--- config.mk ---
export PLATFORM = sky130hd
export DESIGN_NAME = seq_fill_engine
export DESIGN_NICKNAME = d
export VERILOG_FILES = /design/src/rtl/sfe_pkg.sv /design/src/rtl/sfe_seq.sv /design/src/rtl/sfe_ctrl.sv /design/src/rtl/seq_fill_engine.sv
export SDC_FILE = /design/constraint.sdc
export NUM_CORES = 1
export LEC_CHECK = 0
export ABC_AREA = 1
export BUFFER_PORTS_ARGS = -buffer_cell sky130_fd_sc_hd__buf_4
export CAP_MARGIN = 20
export CORE_UTILIZATION = 50
export CTS_CLUSTER_DIAMETER = 40
export DETAILED_ROUTE_END_ITERATION = 7
export PLACE_DENSITY = 0.84
export SETUP_SLACK_MARGIN = 0.02
export SLEW_MARGIN = 25
export SYNTH_ARGS = -nofsm -noshare
export SYNTH_HDL_FRONTEND = slang
export SYNTH_HIERARCHICAL = 1
export SYNTH_SLANG_ARGS = --single-unit
--- constraint.sdc ---
create_clock -name clk -period 5.25 [get_ports clk]
set_clock_uncertainty 0.2 [all_clocks]
set_input_delay 0.525 -clock clk [delete_from_list [all_inputs] [get_ports clk]]
set_output_delay 0.525 -clock clk [all_outputs]
set_load 0.02 [all_outputs]
--- src/rtl/sfe_pkg.sv ---
package sfe_pkg;
  typedef enum logic {
    FE_IDLE = 1'b0,
    FE_RUN  = 1'b1
  } fe_state_t;
endpackage

--- src/rtl/sfe_seq.sv ---
module sfe_seq #(
  parameter int DATA_W = 16,
  parameter int ADDR_W = 15,
  parameter int CNT_W  = 16
) (
  input  logic              clk,
  input  logic              rst,
  input  logic              load,
  input  logic              step,
  input  logic [DATA_W-1:0] seed_val,
  input  logic [ADDR_W-1:0] seed_addr,
  input  logic [CNT_W-1:0]  seed_cnt,
  output logic [DATA_W-1:0] cur_val,
  output logic [ADDR_W-1:0] cur_addr,
  output logic              last_word
);
  localparam logic [CNT_W-1:0] CNT_ONE = CNT_W'(1);

  logic [CNT_W-1:0] remain;

  always_ff @(posedge clk) begin
    if (rst) begin
      cur_val  <= '0;
      cur_addr <= '0;
      remain   <= '0;
    end else if (load) begin
      cur_val  <= seed_val;
      cur_addr <= seed_addr;
      remain   <= seed_cnt;
    end else if (step) begin
      cur_val  <= cur_val + 1'b1;
      cur_addr <= cur_addr + 1'b1;
      remain   <= remain - 1'b1;
    end
  end

  // a zero count only reaches one after wrapping through the full range
  assign last_word = (remain == CNT_ONE);
endmodule

--- src/rtl/sfe_ctrl.sv ---
module sfe_ctrl
  import sfe_pkg::*;
#(
  parameter int DATA_W = 16,
  parameter int ADDR_W = 15
) (
  input  logic              clk,
  input  logic              rst,
  input  logic              start,
  input  logic              irq,
  input  logic              mem_ready,
  input  logic              last_word,
  input  logic [ADDR_W-1:0] cur_addr,
  input  logic [DATA_W-1:0] val_in,
  input  logic [DATA_W-1:0] addr_in,
  output logic              load,
  output logic              step,
  output logic              mem_we,
  output logic              done,
  output logic              restart,
  output logic [DATA_W-1:0] a_out,
  output logic [DATA_W-1:0] b_out
);
  fe_state_t         state;
  logic [DATA_W-1:0] keep_a;
  logic [DATA_W-1:0] keep_b;
  logic [ADDR_W-1:0] next_addr;
  logic              fire;

  assign fire      = (state == FE_RUN) && mem_ready;
  assign load      = (state == FE_IDLE) && start;
  assign step      = fire;
  assign mem_we    = (state == FE_RUN);
  assign next_addr = cur_addr + 1'b1;

  always_ff @(posedge clk) begin
    if (rst) begin
      state   <= FE_IDLE;
      done    <= 1'b0;
      restart <= 1'b0;
      a_out   <= '0;
      b_out   <= '0;
      keep_a  <= '0;
      keep_b  <= '0;
    end else begin
      done <= 1'b0;
      unique case (state)
        FE_IDLE: begin
          if (start) begin
            state   <= FE_RUN;
            restart <= 1'b0;
            keep_a  <= val_in;
            keep_b  <= addr_in;
          end
        end
        FE_RUN: begin
          if (mem_ready) begin
            if (last_word) begin
              state   <= FE_IDLE;
              done    <= 1'b1;
              restart <= 1'b0;
              a_out   <= '0;
              b_out   <= DATA_W'(next_addr);
            end else if (irq) begin
              state   <= FE_IDLE;
              done    <= 1'b1;
              restart <= 1'b1;
              a_out   <= keep_a;
              b_out   <= keep_b;
            end
          end
        end
        default: state <= FE_IDLE;
      endcase
    end
  end

  // an abort is only ever caused by an interrupt seen on the completing write
  a_r7_abort_cause: assert property (@(posedge clk) disable iff (rst)
    (done && restart) |-> $past(irq));

  // a finished run never leaves a nonzero value result
  a_r6_clean_finish: assert property (@(posedge clk) disable iff (rst)
    (done && !restart) |-> (a_out == '0));
endmodule

--- src/rtl/seq_fill_engine.sv ---
module seq_fill_engine #(
  parameter int DATA_W = 16,
  parameter int ADDR_W = 15,
  parameter int CNT_W  = 16
) (
  input  logic              clk,
  input  logic              rst,
  input  logic              start,
  input  logic              irq,
  input  logic [DATA_W-1:0] val_in,
  input  logic [DATA_W-1:0] addr_in,
  input  logic [CNT_W-1:0]  cnt_in,
  output logic              mem_we,
  output logic [ADDR_W-1:0] mem_addr,
  output logic [DATA_W-1:0] mem_wdata,
  input  logic              mem_ready,
  output logic              done,
  output logic              restart,
  output logic [DATA_W-1:0] a_out,
  output logic [DATA_W-1:0] b_out
);
  logic load, step, last_word;

  sfe_seq #(.DATA_W(DATA_W), .ADDR_W(ADDR_W), .CNT_W(CNT_W)) u_seq (
    .clk       (clk),
    .rst       (rst),
    .load      (load),
    .step      (step),
    .seed_val  (val_in),
    .seed_addr (addr_in[ADDR_W-1:0]),
    .seed_cnt  (cnt_in),
    .cur_val   (mem_wdata),
    .cur_addr  (mem_addr),
    .last_word (last_word)
  );

  sfe_ctrl #(.DATA_W(DATA_W), .ADDR_W(ADDR_W)) u_ctrl (
    .clk       (clk),
    .rst       (rst),
    .start     (start),
    .irq       (irq),
    .mem_ready (mem_ready),
    .last_word (last_word),
    .cur_addr  (mem_addr),
    .val_in    (val_in),
    .addr_in   (addr_in),
    .load      (load),
    .step      (step),
    .mem_we    (mem_we),
    .done      (done),
    .restart   (restart),
    .a_out     (a_out),
    .b_out     (b_out)
  );

  // back-to-back writes of one run rise by one in data
  a_r3_data_rises: assert property (@(posedge clk) disable iff (rst)
    (mem_we && $past(mem_we && mem_ready)) |-> (mem_wdata == DATA_W'($past(mem_wdata) + 1'b1)));

  // back-to-back writes of one run rise by one in address
  a_r3_addr_rises: assert property (@(posedge clk) disable iff (rst)
    (mem_we && $past(mem_we && mem_ready)) |-> (mem_addr == ADDR_W'($past(mem_addr) + 1'b1)));

  // a stalled write keeps its address and data
  a_r5_hold_stall: assert property (@(posedge clk) disable iff (rst)
    (mem_we && !mem_ready) |=> (mem_we && $stable(mem_addr) && $stable(mem_wdata)));

  // the end-of-run pulse lasts one cycle
  a_r6_done_pulse: assert property (@(posedge clk) disable iff (rst)
    done |=> !done);

  // no write is presented in the cycle that reports the end of a run
  a_r6_idle_at_done: assert property (@(posedge clk) disable iff (rst)
    done |-> !mem_we);
endmodule

* Yosys cells after proc, flatten, opt, wreduce, memory -nomap -nowiden
Cells that the tools add are included.
** Word-level totals
- Logic and storage cells :: 49
- Register bits after elaboration :: 114
- Input port bits :: 53
- Output and inout bits :: 66
** Cells by class
- Equal/unequal tests :: 4
- Multiplexer cells :: 22
- Bitwise gates (word level) :: 2
- Reductions and logical operators :: 8
- $add $sub $neg :: 3
** Operator list (count)
- $mux W16 :: 8
- $mux W15 :: 2
- $add A16 B1 Y16 const B :: 1
- $eq A16 B1 Y1 const B :: 1
- $sub A16 B1 Y16 const B :: 1
- $add A15 B1 Y15 const B :: 1
- $mux W1 :: 10
- $reduce_and A3 Y1 :: 2
- $ne A2 B2 Y1 const B :: 2
- $pmux W1 S2 :: 2
- $reduce_bool A2 Y1 :: 2
- $ne A3 B3 Y1 const B :: 1
- $reduce_or A3 Y1 :: 1
- $logic_and A1 B1 Y1 :: 2
- $not A1 Y1 :: 2
- $reduce_and A2 Y1 :: 1

* Depth between registers and ports, before layout
- Depth in word-level cells :: 4
- Gate-level depth with buffers :: 13
- Mapped depth without buffers :: 12

* Hierarchy
Netlist, hierarchy kept.
** By module, submodules not included
- sfe_seq :: cells an instance 460, instances 1, area each 3035.4 µm²
- sfe_ctrl :: cells an instance 365, instances 1, area each 2792.7 µm²

* Worst setup path after synthesis
OpenSTA, ideal clock, no wires.
- Path type :: flip-flop to flip-flop
- Start :: register u_seq.remain[7]
- End :: register u_ctrl.a_out[4]
- Setup slack :: 3014 ps
- Clock period less this slack :: 2236 ps
- Data arrival time :: 1915 ps
- Required time :: 4929 ps
- Stages on the path, launching flop included :: 14
- Path buffers :: 1
- Setup time :: 121 ps
- Cells stage by stage :: dfxtp_1 -> nor2_4 -> inv_1 -> nor2_1 -> nand4_1 -> nor3_1 -> nor2_2 -> nor2_4 -> inv_2 -> nand2_4 -> inv_2 -> buf_6 -> nand2_1 -> o21ai_0
** Between the ends
- Cells in the longest elaborated chain, start to end :: 3
** RTL lines
- from (decl) :: RTL line sfe_seq.sv:19 : logic [CNT_W-1:0] remain;
- from (signal assigned) :: RTL line sfe_seq.sv:29 : remain <= seed_cnt;
- from (signal assigned) :: RTL line sfe_seq.sv:33 : remain <= remain - 1'b1;
- $eq A16 B1 Y1 (*) :: RTL line sfe_seq.sv:38 : assign last_word = (remain == CNT_ONE);
- named net last_word :: RTL line seq_fill_engine.sv:22 : logic load, step, last_word;
- $reduce_bool A2 Y1 (no source line)
- $reduce_and A3 Y1 (no source line)
- to (signal assigned) :: RTL line sfe_ctrl.sv:68 : a_out <= keep_a;
- to (decl) :: RTL line sfe_ctrl.sv:21 : output logic [DATA_W-1:0] a_out,
Mark *: on every way through the listed nets, which the timed path passes. The rest lies on a longest branch.
A chain may end at the register's enable or synchronous reset.

* Worst setup path in the final report
- Start :: register u_ctrl.state, in the netlist u_ctrl/mem_we
- End :: register u_seq.remain[8]
** Between the ends
- Cells in the longest elaborated chain, start to end :: 3
** RTL lines
- from (decl) :: RTL line sfe_ctrl.sv:24 : fe_state_t state;
- from (signal assigned) :: RTL line sfe_ctrl.sv:38 : state <= FE_IDLE;
- from (signal assigned) :: RTL line sfe_ctrl.sv:50 : state <= FE_RUN;
- from (signal assigned) :: RTL line sfe_ctrl.sv:59 : state <= FE_IDLE;
- $not A1 Y1 (*) :: RTL line sfe_ctrl.sv:31 : assign load = (state == FE_IDLE) && start;
- $logic_and A1 B1 Y1 (*) :: RTL line sfe_ctrl.sv:31
- named net load :: RTL line seq_fill_engine.sv:22
- $mux W16 / $reduce_bool A2 Y1 (equally long branches)
Marked as above.

==> results_dict.tcl <==
set metrics [dict create \
    status "finished clean" \
    static-leakage-power_nw 3.09 \
    fin_crit_ns 2.99 \
    ys_warn_count 6 \
    internal_power_w 0.00172 \
    io_buffers 118 \
    dp_worst_setup_slack_ns 2.04 \
    rsz0062_at_grt "false" \
    path_class "register to register" \
    min_from "start" \
    grt_pass1_vias 5429 \
    r2r-start "u_ctrl/mem_we" \
    crit_slowest_cell "inv_1" \
    overflow 0 \
    critPathMaxFanout 46 \
    powerDensity_nw_per_um2 337 \
    max_freq_ghz 0.335 \
    fillers 994 \
    synth_most_common_cell "nand2_1" \
    peakVddDrop_mv 0.176 \
    critPathMaxStageDelay_ns 0.55 \
    diodes 0 \
    gp_congestion 0.904 \
    cts_setup_buffers 0 \
    crit_required_ns 5.37 \
    totalWireLength_mm 16.7 \
    finalCoreUtilization 0.643 \
    finalHoldViolCount 0 \
    cts.sinks 114 \
    syn_inst 825 \
    wire_per_inst_um 15.4 \
    critical_path.cell_chain "nor2_4 -> buf_4 -> clkinv_2 -> nand2_1 -> inv_1 -> nand4_1 -> nand3_1 -> nand2_1 -> inv_1" \
    htreeDepth 4 \
    postSynthAreaPerCell_um2 7.06 \
    die_w_um 110 \
    setup_tns_ns 0 \
    synth_top_flop_cell "dfxtp_1" \
    via_per_inst 5.65 \
    ios 119 \
    sw_frac_of_total 0.301 \
    via_count 6139 \
    drtIter0Drc 911 \
    synth.distinct_cells 35 \
    slew_headroom 0.314 \
    end_kind "register" \
    drt_pass1_iterations 6 \
    pwr-share-comb 0.143 \
    setup_viol 0 \
    netlist.area_leader.share 0.392 \
    clk_pin_slew_worst_paths_ns 0.06 \
    syn_area_um2 5830 \
    drcViolationCount 0 \
    grt_pass1_wl_mm 26.6 \
    post-route-period-util 0.569 \
    slew_viol_final 0 \
    synth-async-reset-ratio 0 \
    pwr-share-clk 0.462 \
    num_rows 39 \
    startpoint_type "register" \
    grt_antenna_before_repair 0 \
    crit_path_start "u_ctrl/mem_we" \
    hold_path.class "primary input to register" \
    tightest_slew_ns 1.03 \
    synth_edf_count 0 \
    cts_resized 0 \
    setup_ws_ns 2.26 \
    grt_max_degree 63 \
    syn_nets 883 \
    synth.largest_area_cell "dfxtp_1" \
    yosys_register_bits 114 \
    drtAntennaViolNets 0 \
    cts_tree "done" \
    postCtsHoldBufs 0 \
    cap_viol_max_count 0 \
    clockBufferDepth 2 \
    grt_usage 0.287 \
    dp_hpwl_mm 11.4 \
    start_util 0.513 \
    final_nets 989 \
    die_area_um2 12100 \
    yosys-top-cells-count "nand2_1 (173), dfxtp_1 (114), inv_1 (91)" \
    worstSkewPairLatency_ns 0.42 \
    coreArea_um2 11400 \
    synth_area_leaders "dfxtp_1 (39%), nand2_1 (11%), a21oi_1 (7.2%)" \
    die_h_um 110 \
    power.switching_w 0.000742 \
    drive_gt1_frac 0.221 \
    cts-root-buf "clkbuf_16" \
    cts_made_buffers 17 \
    seq_area_frac_synth 0.392 \
    syn2layout_area_growth_pct 25.5 \
    power_frac_seq 0.395 \
    arrival_ns 3.11 \
]
[cell families (layout without fill, tap and decap cells)]
family,after synthesis,in the layout,share of synthesized area
XOR/XNOR,14,14,0.0210
flip-flops,114,114,0.392
AO/OA/AOI/OAI,207,207,0.202
AND/OR/NAND/NOR,351,351,0.277
adder cells (fa/ha/maj),5,5,0.0107
buffers and inverters,134,253,0.0977
[state kept, by name (all words and copies together), names as in the netlist]
| register | cells |
|---|---|
| u_ctrl/done | 1 |
| u_ctrl/mem_we | 1 |
| u_ctrl/a_out | 16 |
| u_seq/cur_val | 16 |
| u_seq/remain | 16 |
| u_ctrl/restart | 1 |
| u_ctrl/keep_a | 16 |
| u_ctrl/b_out | 16 |
| u_seq/cur_addr | 15 |
| u_ctrl/keep_b | 16 |
[path summary, 6_finish.rpt]
path / endpoint / slack, ns / cells after the start
worst min-delay path: u_ctrl/mem_we / 0.14 / 3
worst max register to register: u_seq/remain[8] / 2.26 / 9
worst max-delay path: u_seq/remain[8] / 2.26 / 9
worst min register to register: u_ctrl/b_out[13] / 0.25 / 2
[worst max-delay path: cells and delay by family, from the launching register on]
family                 cells  cell delay [ns]
AND/OR/NAND/NOR            5             0.91
flip-flops                 1             0.36
buffers and inverters      4             1.40
[power by group through the flow]
stage | Sequential (W) | Combinational (W) | Clock [W]
2_1_floorplan | 0.00100 | 0.000210 | 0
3_3_place_gp | 0.000989 | 0.000336 | 0
3_5_place_dp | 0.000991 | 0.000343 | 0
4_1_cts | 0.000972 | 0.000347 | 0.00115
5_1_grt | 0.000981 | 0.000387 | 0.00119
6_report | 0.000974 | 0.000351 | 0.00114
[layout make-up]
cell class | instances | area [um2] | share of cell area
Clock buffer | 17 | 425 | 0.0581
Clock inverter | 15 | 160 | 0.0219
Inverter | 101 | 382 | 0.0522
Multi-Input combinational cell | 577 | 2990 | 0.408
Sequential cell | 114 | 2280 | 0.312
Tap cell | 143 | 179 | 0.0245
Timing Repair Buffer | 120 | 901 | 0.123
[per-stage QoR]
step                      cells  power [W]  cell area (um2)  hold WS, ns
after floorplan             825    0.00121             5830        0.224
after global placement     1055    0.00133             6730        0.235
after detailed placement   1055    0.00133             6730        0.242
after CTS                  1087    0.00246             7320        0.132
after global routing       1087    0.00256             7320        0.171
final                      1087    0.00247             7320        0.139
[routing by layer]
layer  vias up  global-route usage  part of all wire
met5         -                   0                 0
met4         0               0.145             0.034
met3        55              0.0557             0.092
met2       346               0.450              0.46
met1      2799               0.375              0.41
li1       2939                   -                 -
[cell usage in the layout (no fill, tap or decap), types with 8 or more instances in the layout]
master     netlist  routed
a21oi_1         84      84
nand4_1         18      18
nor2_1          63      63
nand3_1         56      56
nor2_2          12      11
o21ai_2          9       9
o21ai_0         65      65
dfxtp_1        114     114
a22oi_1         28      28
clkbuf_16        0      17
buf_4            5     120
xor2_1           9       9
inv_2            8       8
nand2_1        173     173
inv_1           91      91
nor2_4           8       9
Power figures use the tool's default switching activity.
